==> src/rtl/i2c_tgt_pkg.sv <==
// Package: shared state encoding for the I2C register target.
// Assumes: one byte-phase state machine in i2c_reg_target uses it.
package i2c_tgt_pkg;
    typedef enum logic [3:0] {
        ST_IDLE,
        ST_ADDR,
        ST_ADDR_ACK,
        ST_SUB,
        ST_SUB_ACK,
        ST_WR,
        ST_WR_ACK,
        ST_RD,
        ST_RD_ACK,
        ST_SKIP
    } tgt_state_e;
endpackage

==> src/rtl/i2c_line_sync.sv <==
// Module: brings one asynchronous bus line into the clock domain.
// It reports the synchronized level and one-cycle rise and fall pulses.
// Assumes: STAGES >= 2, and the line is idle high, so the chain resets to ones.
module i2c_line_sync #(
    parameter int STAGES = 2
) (
    input  logic clk,
    input  logic rst_n,
    input  logic line_in,
    output logic level,
    output logic rise,
    output logic fall
);
    logic [STAGES:0] chain;

    // Shift chain: STAGES flops to synchronize, plus one for the previous value.
    always_ff @(posedge clk) begin
        if (!rst_n) chain <= '1;
        else        chain <= {chain[STAGES-1:0], line_in};
    end

    assign level = chain[STAGES-1];
    assign rise  = chain[STAGES-1] & ~chain[STAGES];
    assign fall  = ~chain[STAGES-1] & chain[STAGES];
endmodule

==> src/rtl/i2c_reg_bank.sv <==
// Module: flat bank of control registers with one write port and a
// combinational read port.
// Assumes: at most one write per cycle, and every register clears on reset.
module i2c_reg_bank #(
    parameter int ADDR_W = 8,
    parameter int DATA_W = 8
) (
    input  logic              clk,
    input  logic              rst_n,
    input  logic              wr_en,
    input  logic [ADDR_W-1:0] wr_addr,
    input  logic [DATA_W-1:0] wr_data,
    input  logic [ADDR_W-1:0] rd_addr,
    output logic [DATA_W-1:0] rd_data
);
    localparam int DEPTH = 1 << ADDR_W;

    logic [DATA_W-1:0] mem [DEPTH];

    // Storage: clear every entry on reset, otherwise write the addressed entry.
    always_ff @(posedge clk) begin
        if (!rst_n) begin
            for (int i = 0; i < DEPTH; i++) mem[i] <= '0;
        end else if (wr_en) begin
            mem[wr_addr] <= wr_data;
        end
    end

    assign rd_data = mem[rd_addr];

    // a write is visible at its address on the following cycle.
    p_write_lands_r3: assert property (@(posedge clk) disable iff (!rst_n)
        wr_en |=> (mem[$past(wr_addr)] == $past(wr_data)));
endmodule

==> src/rtl/i2c_reg_target.sv <==
// Module: target-only I2C port onto a bank of 8-bit registers.
// It detects start and stop, matches the address (bit 0 taken from a strap
// latched at reset release), loads a pointer, and writes or reads bytes
// while stepping the pointer.
// Assumes: clk is well over 8x the SCL rate, there is one controller, and no
// clock stretching.
module i2c_reg_target
    import i2c_tgt_pkg::*;
#(
    parameter logic [5:0] ADDR_HI     = 6'b101110,
    parameter int         SYNC_STAGES = 2,
    parameter int         PTR_W       = 8
) (
    input  logic clk,
    input  logic rst_n,
    input  logic strap_a0,
    input  logic scl_in,
    input  logic sda_in,
    output logic sda_oe
);
    localparam int BYTE_W = 8;
    localparam int CNT_W  = $clog2(BYTE_W + 1);
    localparam logic [CNT_W-1:0] LAST_CNT = CNT_W'(BYTE_W);

    logic scl_s, scl_r, scl_f;
    logic sda_s, sda_r, sda_f;
    logic start_c, stop_c;
    logic a0_q;
    tgt_state_e state;
    logic [CNT_W-1:0]  cnt;
    logic [BYTE_W-1:0] shreg;
    logic [BYTE_W-1:0] tx;
    logic [PTR_W-1:0]  ptr;
    logic rw_q;
    logic m_ack;
    logic wr_en;
    logic [BYTE_W-1:0] rd_data;

    i2c_line_sync #(.STAGES(SYNC_STAGES)) u_scl_sync (
        .clk(clk), .rst_n(rst_n), .line_in(scl_in),
        .level(scl_s), .rise(scl_r), .fall(scl_f));

    i2c_line_sync #(.STAGES(SYNC_STAGES)) u_sda_sync (
        .clk(clk), .rst_n(rst_n), .line_in(sda_in),
        .level(sda_s), .rise(sda_r), .fall(sda_f));

    i2c_reg_bank #(.ADDR_W(PTR_W), .DATA_W(BYTE_W)) u_bank (
        .clk(clk), .rst_n(rst_n), .wr_en(wr_en), .wr_addr(ptr),
        .wr_data(shreg), .rd_addr(ptr), .rd_data(rd_data));

    assign start_c = sda_f & scl_s;
    assign stop_c  = sda_r & scl_s;
    assign wr_en   = (state == ST_WR) && scl_f && (cnt == LAST_CNT);

    // Strap capture: follow the pin during reset, hold it afterwards.
    always_ff @(posedge clk) begin
        if (!rst_n) a0_q <= strap_a0;
    end

    // Byte-phase state machine: shift on SCL rise, act on SCL fall.
    always_ff @(posedge clk) begin
        if (!rst_n) begin
            state  <= ST_IDLE;
            cnt    <= '0;
            shreg  <= '0;
            tx     <= '0;
            ptr    <= '0;
            rw_q   <= 1'b0;
            m_ack  <= 1'b0;
            sda_oe <= 1'b0;
        end else if (start_c) begin
            state  <= ST_ADDR;
            cnt    <= '0;
            sda_oe <= 1'b0;
        end else if (stop_c) begin
            state  <= ST_IDLE;
            sda_oe <= 1'b0;
        end else begin
            case (state)
                ST_ADDR, ST_SUB, ST_WR: begin
                    if (scl_r) begin
                        shreg <= {shreg[BYTE_W-2:0], sda_s};
                        cnt   <= cnt + 1'b1;
                    end else if (scl_f && cnt == LAST_CNT) begin
                        cnt <= '0;
                        if (state == ST_ADDR) begin
                            if (shreg[BYTE_W-1:1] == {ADDR_HI, a0_q}) begin
                                rw_q   <= shreg[0];
                                sda_oe <= 1'b1;
                                state  <= ST_ADDR_ACK;
                            end else begin
                                state <= ST_SKIP;
                            end
                        end else if (state == ST_SUB) begin
                            ptr    <= shreg[PTR_W-1:0];
                            sda_oe <= 1'b1;
                            state  <= ST_SUB_ACK;
                        end else begin
                            ptr    <= ptr + 1'b1;
                            sda_oe <= 1'b1;
                            state  <= ST_WR_ACK;
                        end
                    end
                end
                ST_ADDR_ACK: begin
                    if (scl_f) begin
                        if (rw_q) begin
                            tx     <= rd_data;
                            sda_oe <= ~rd_data[BYTE_W-1];
                            state  <= ST_RD;
                        end else begin
                            sda_oe <= 1'b0;
                            state  <= ST_SUB;
                        end
                    end
                end
                ST_SUB_ACK, ST_WR_ACK: begin
                    if (scl_f) begin
                        sda_oe <= 1'b0;
                        state  <= ST_WR;
                    end
                end
                ST_RD: begin
                    if (scl_r) begin
                        cnt <= cnt + 1'b1;
                    end else if (scl_f) begin
                        if (cnt == LAST_CNT) begin
                            cnt    <= '0;
                            sda_oe <= 1'b0;
                            ptr    <= ptr + 1'b1;
                            state  <= ST_RD_ACK;
                        end else begin
                            tx     <= {tx[BYTE_W-2:0], 1'b0};
                            sda_oe <= ~tx[BYTE_W-2];
                        end
                    end
                end
                ST_RD_ACK: begin
                    if (scl_r) begin
                        m_ack <= ~sda_s;
                    end else if (scl_f) begin
                        if (m_ack) begin
                            tx     <= rd_data;
                            sda_oe <= ~rd_data[BYTE_W-1];
                            state  <= ST_RD;
                        end else begin
                            state <= ST_SKIP;
                        end
                    end
                end
                default: ;
            endcase
        end
    end

    // the drive changes only while the sampled SCL is low.
    p_sda_scl_low_r9: assert property (@(posedge clk) disable iff (!rst_n)
        !$stable(sda_oe) |-> !scl_s);

    // the strap latch holds while out of reset.
    p_strap_hold_r2: assert property (@(posedge clk) disable iff (!rst_n)
        $past(rst_n) |-> $stable(a0_q));

    // a target that has skipped the transfer never pulls SDA.
    p_skip_quiet_r1: assert property (@(posedge clk) disable iff (!rst_n)
        (state == ST_SKIP) |-> !sda_oe);

    // a NAK at the end of a read byte leaves SDA released.
    p_nak_release_r5: assert property (@(posedge clk) disable iff (!rst_n)
        (state == ST_RD_ACK && scl_f && !m_ack && !start_c && !stop_c) |=> !sda_oe);

    // each stored byte moves the pointer one step, with wrap.
    p_ptr_step_r6: assert property (@(posedge clk) disable iff (!rst_n)
        wr_en |=> (ptr == $past(ptr) + 1'b1));

    // SDA is released out of reset.
    p_reset_release_r8: assert property (@(posedge clk)
        !rst_n |=> !sda_oe);
endmodule

==> config.mk <==
export PLATFORM = sky130hd
export DESIGN_NAME = i2c_reg_target
export DESIGN_NICKNAME = d
export VERILOG_FILES = /design/src/rtl/i2c_tgt_pkg.sv /design/src/rtl/i2c_line_sync.sv /design/src/rtl/i2c_reg_bank.sv /design/src/rtl/i2c_reg_target.sv
export SDC_FILE = /design/constraint.sdc
export NUM_CORES = 2
export LEC_CHECK = 0
export CAP_MARGIN = 10
export CORE_MARGIN = 8
export CORE_UTILIZATION = 45
export DETAILED_ROUTE_END_ITERATION = 6
export PLACE_DENSITY_LB_ADDON = 0.2
export SLEW_MARGIN = 20
export SYNTH_ARGS = -nofsm -noshare
export SYNTH_HDL_FRONTEND = slang
export SYNTH_SLANG_ARGS = --single-unit
==> constraint.sdc <==
create_clock -name clk -period 3.02 [get_ports clk]
set_input_delay 0.302 -clock clk [delete_from_list [all_inputs] [get_ports clk]]
set_output_delay 0.302 -clock clk [all_outputs]
set_load 0.005 [all_outputs]
==> summary.txt <==
Setup path
  – Critical path buffer and inverter count: 4
  – WP data arrival: roughly 3.8 ns
  – Kind of cell adding the most delay to the critical path: multiplexers
  – Critical Path RT: 3.78 ns
  – Critical setup path kind: reg -> reg
  – Max stage delay cell, worst path: dfxtp_4
  – Cell Chain, Critical Path: buf_12 -> buf_12 -> buf_4 -> mux4_2 -> mux2i_2 -> a22oi_2 -> buf_4 -> nand4_1 -> a311oi_1 -> a221o_1
  – Crit-path max FO: 10
  – Crit path launch type: flop
  – Worst setup EP type: flop
  – FF-to-FF setup slack: -0.002 ns
  – Max incr delay on CP: 0.54 ns

Clock network
  – CTS Buf Count: 216
  – CTS max path bufs: 3
  – CTS tree: done
  – Clock latency on the worst-skew pair: 0.88 ns
  – Root buffer cell: clkbuf_16
  – H-Tree Depth: 4
  – Worst-path clk slew: 0.06 ns
  – Clk sinks: 2,097

Synthesis
  – Synth Area in Simple Gates: around 17%
  – XOR/XNOR Fraction of Synth Area: 0.0444%
  – Mean Syn Cell Area: 14.1 um2
  – Post-synth EDFFs: 2,049
  – Synth Area in Adders: 0.101%
  – Synth Flop Type: edfxtp_1
  – FFs w/ async S/R, synth: 0%
  – Syn nets: roughly 7k
  – YS warnings: 0
  – Cell taking the most area after synthesis: edfxtp_1
  – Top cell type's share of synthesized area: approximately 62%
  – Synth Instances: roughly 7.0k
  – Mapped cell area: just under 100,000 um2
  – Register area share after synthesis: around 63%
  – Yosys reg bits: 2,097
  – Compound-cell area share of the yosys netlist: about 2.3%
  – Largest family of logic cells by synthesized area: simple AND/OR/NAND/NOR gates
  – Synth cell types: 82
  – Ranking of synthesized cells by area: edfxtp_1 (62%), and3_1 (13%), mux4_2 (12%)
  – Mux contribution to synthesized area: approximately an eighth

Place
  – DP Wirelength: 203,000 um
  – # placed instances: between 10k and 15k
  – Final GP Congestion: about 0.9
  – Placed Area: 109,000 um2
  – IO Port Bufs: 5

Timing
  – Hold violation count in the final report: 0
  – Max Slew Vio Count: 0
  – Worst slew pin tran: 1.24 ns
  – Final Cycle Share: 100%
  – Unrepaired setup endpoints after global routing: yes
  – Fin crit period: 3.02 ns
  – Fin worst setup slack: -0.00188 ns
  – Final-report setup violation count: 1
  – Max_slew headroom: between 10% and 20%
  – Worst Clk Skew: slightly below 0.04 ns
  – Peak Freq: about 0.33 GHz

Flow run
  – Max-Cap Viols: 0

Finish
  – Design area: 117,000 um2
  – Share of cells above drive strength 1: 27.5%
  – Area grow syn2layout: 19.1%
  – Most frequent cells in the layout: edfxtp_1 (2,049), and3_1 (2,010), buf_4 (897), nand2_1 (620), mux4_2 (514)
  – Final core utilization: 53.6%
  – Commonest non-fill, non-tap cell in the layout: edfxtp_1
  – Final Non-Filler Cells: roughly 10k
  – Nets: 7,439

Global route
  – Antenna violations before repair: 10
  – Largest net degree at the start of global routing: 187
  – Vias in the first global route: 64.2k
  – Gr usage total: 26.0%
  – GR Overflow Total: 0
  – First-pass GRT wire length: 457,000 um

Floorplanning
  – Die Y: 484 um
  – Row count: 172
  – Die area: ~230,000 um2
  – I/O pin cnt: 6
  – CORE AREA: 219,000 um2
  – Die W: 484 um
  – Initial Util: 45.1%

Route
  – Post-route ant nets: 0
  – Routed WL: 316,000 um
  – Pre-antenna DRT Iters: 6
  – Vias per cell: slightly above 6
  – Initial DRC count: 7,850
  – WL/cell: 30.1 um
  – Vias post-DR: 65.2k
  – DRC Markers: 0

Run status
  – Violated checks: negative setup slack
  – Status: finished, violations left

Hold path
  – Hold/Removal Path Class: in -> reg

Power
  – Power Density: 541 nW/um2
  – Leakage power: between 40 and 50 nW
  – Total Power: 63.5 mW
  – Worst IR drop on VDD: 0.000535 V
-- layout make-up --
type / count / area (um2)
sequential: 2097 / 62500
clock buffer: 261 / 5660
multi-input combinational: 3953 / 32500
tap: 2871 / 3590
clock inverter: 136 / 1440
inverter: 15 / 60.1
antenna: 5 / 12.5
timing repair buffer: 1143 / 11600
fill: 17600 / 101000
-- flip-flops by register name, indices dropped and copies added, names as in the netlist, 3 cells and up, named ones only --
name and flops:
shreg 8, cnt 4, state 4, ptr 8
u_sda_sync.chain 3, u_scl_sync.chain 3, tx 7, u_bank.mem 2048
-- report_power, final --
part,total (mW),internal [mW],switching [mW]
logic,2.68,1.26,1.42
registers,33.7,33.2,0.472
clock network,27.1,15.5,11.7
-- worst paths after layout --
path / from / to / cells past startpoint
hold / removal: strap_a0 / a0_q$_DFFE_PN_ / 1
setup / recovery: flop / tx[3]$_SDFFE_PN0P_ / 10
setup reg to reg: flop / tx[3]$_SDFFE_PN0P_ / 10
hold reg to reg: u_sda_sync.chain[0]$_SDFF_PN1_ / u_sda_sync.chain[1]$_SDFF_PN1_ / 1
-- repair_timing --
item / 4_1_cts / 5_1_grt
hold buffers: 3 / 0
gates cloned: 0 / 6
resized for setup: 38 / 61
buffers inserted: 2 / 15
setup endpoints to repair: 8 / 1004
hold endpoints to repair: 114 / 0
pin swaps: 2 / 9
-- cell usage after synthesis, drive strengths merged, types with 13 or more instances --
cell     number
edfxtp     2049
and3       2014
clkbuf      789
nand2       626
mux4        514
buf         157
mux2i       117
nor2        102
and2         74
a21oi        65
a22oi        53
dfxtp        48
o21ai        42
o22ai        38
nand3        33
nor3         30
nand2b       24
o221ai       18
nor2b        16
a2111oi      15
a211oi       14
nand4        13
-- through the flow --
stage                     setup TNS, ns  hold WS (ns)  worst slack (ns)
after global routing            -0.0602         0.186           -0.0353
final                          -0.00188         0.248          -0.00188
after CTS                        -0.233         0.189            -0.109
after global placement            -3.37         0.399            -0.664
after floorplan                       0         0.386             0.133
after detailed placement          -3.16         0.394            -0.698
-- cell families (layout without fill, tap and decap cells) --
group | count (synthesis) | count (layout)
buffers and inverters | 961 | 1555
AO/OA/AOI/OAI | 328 | 328
AND/OR/NAND/NOR | 2976 | 2976
flip-flops | 2097 | 2097
multiplexers | 636 | 636
XOR/XNOR | 5 | 5
other | 0 | 5
adder cells (fa/ha/maj) | 8 | 8
-- metal layers --
layer | global-route usage [%] | up-vias | share of wire (%)
met4 | 9.33 | 0 | 3.9
met3 | 4.28 | 571 | 8.7
met5 | 0 | - | 0
met2 | 41.6 | 3208 | 47
met1 | 36.3 | 33600 | 40
li1 | - | 27800 | -
Power figures use the tool's default switching activity.
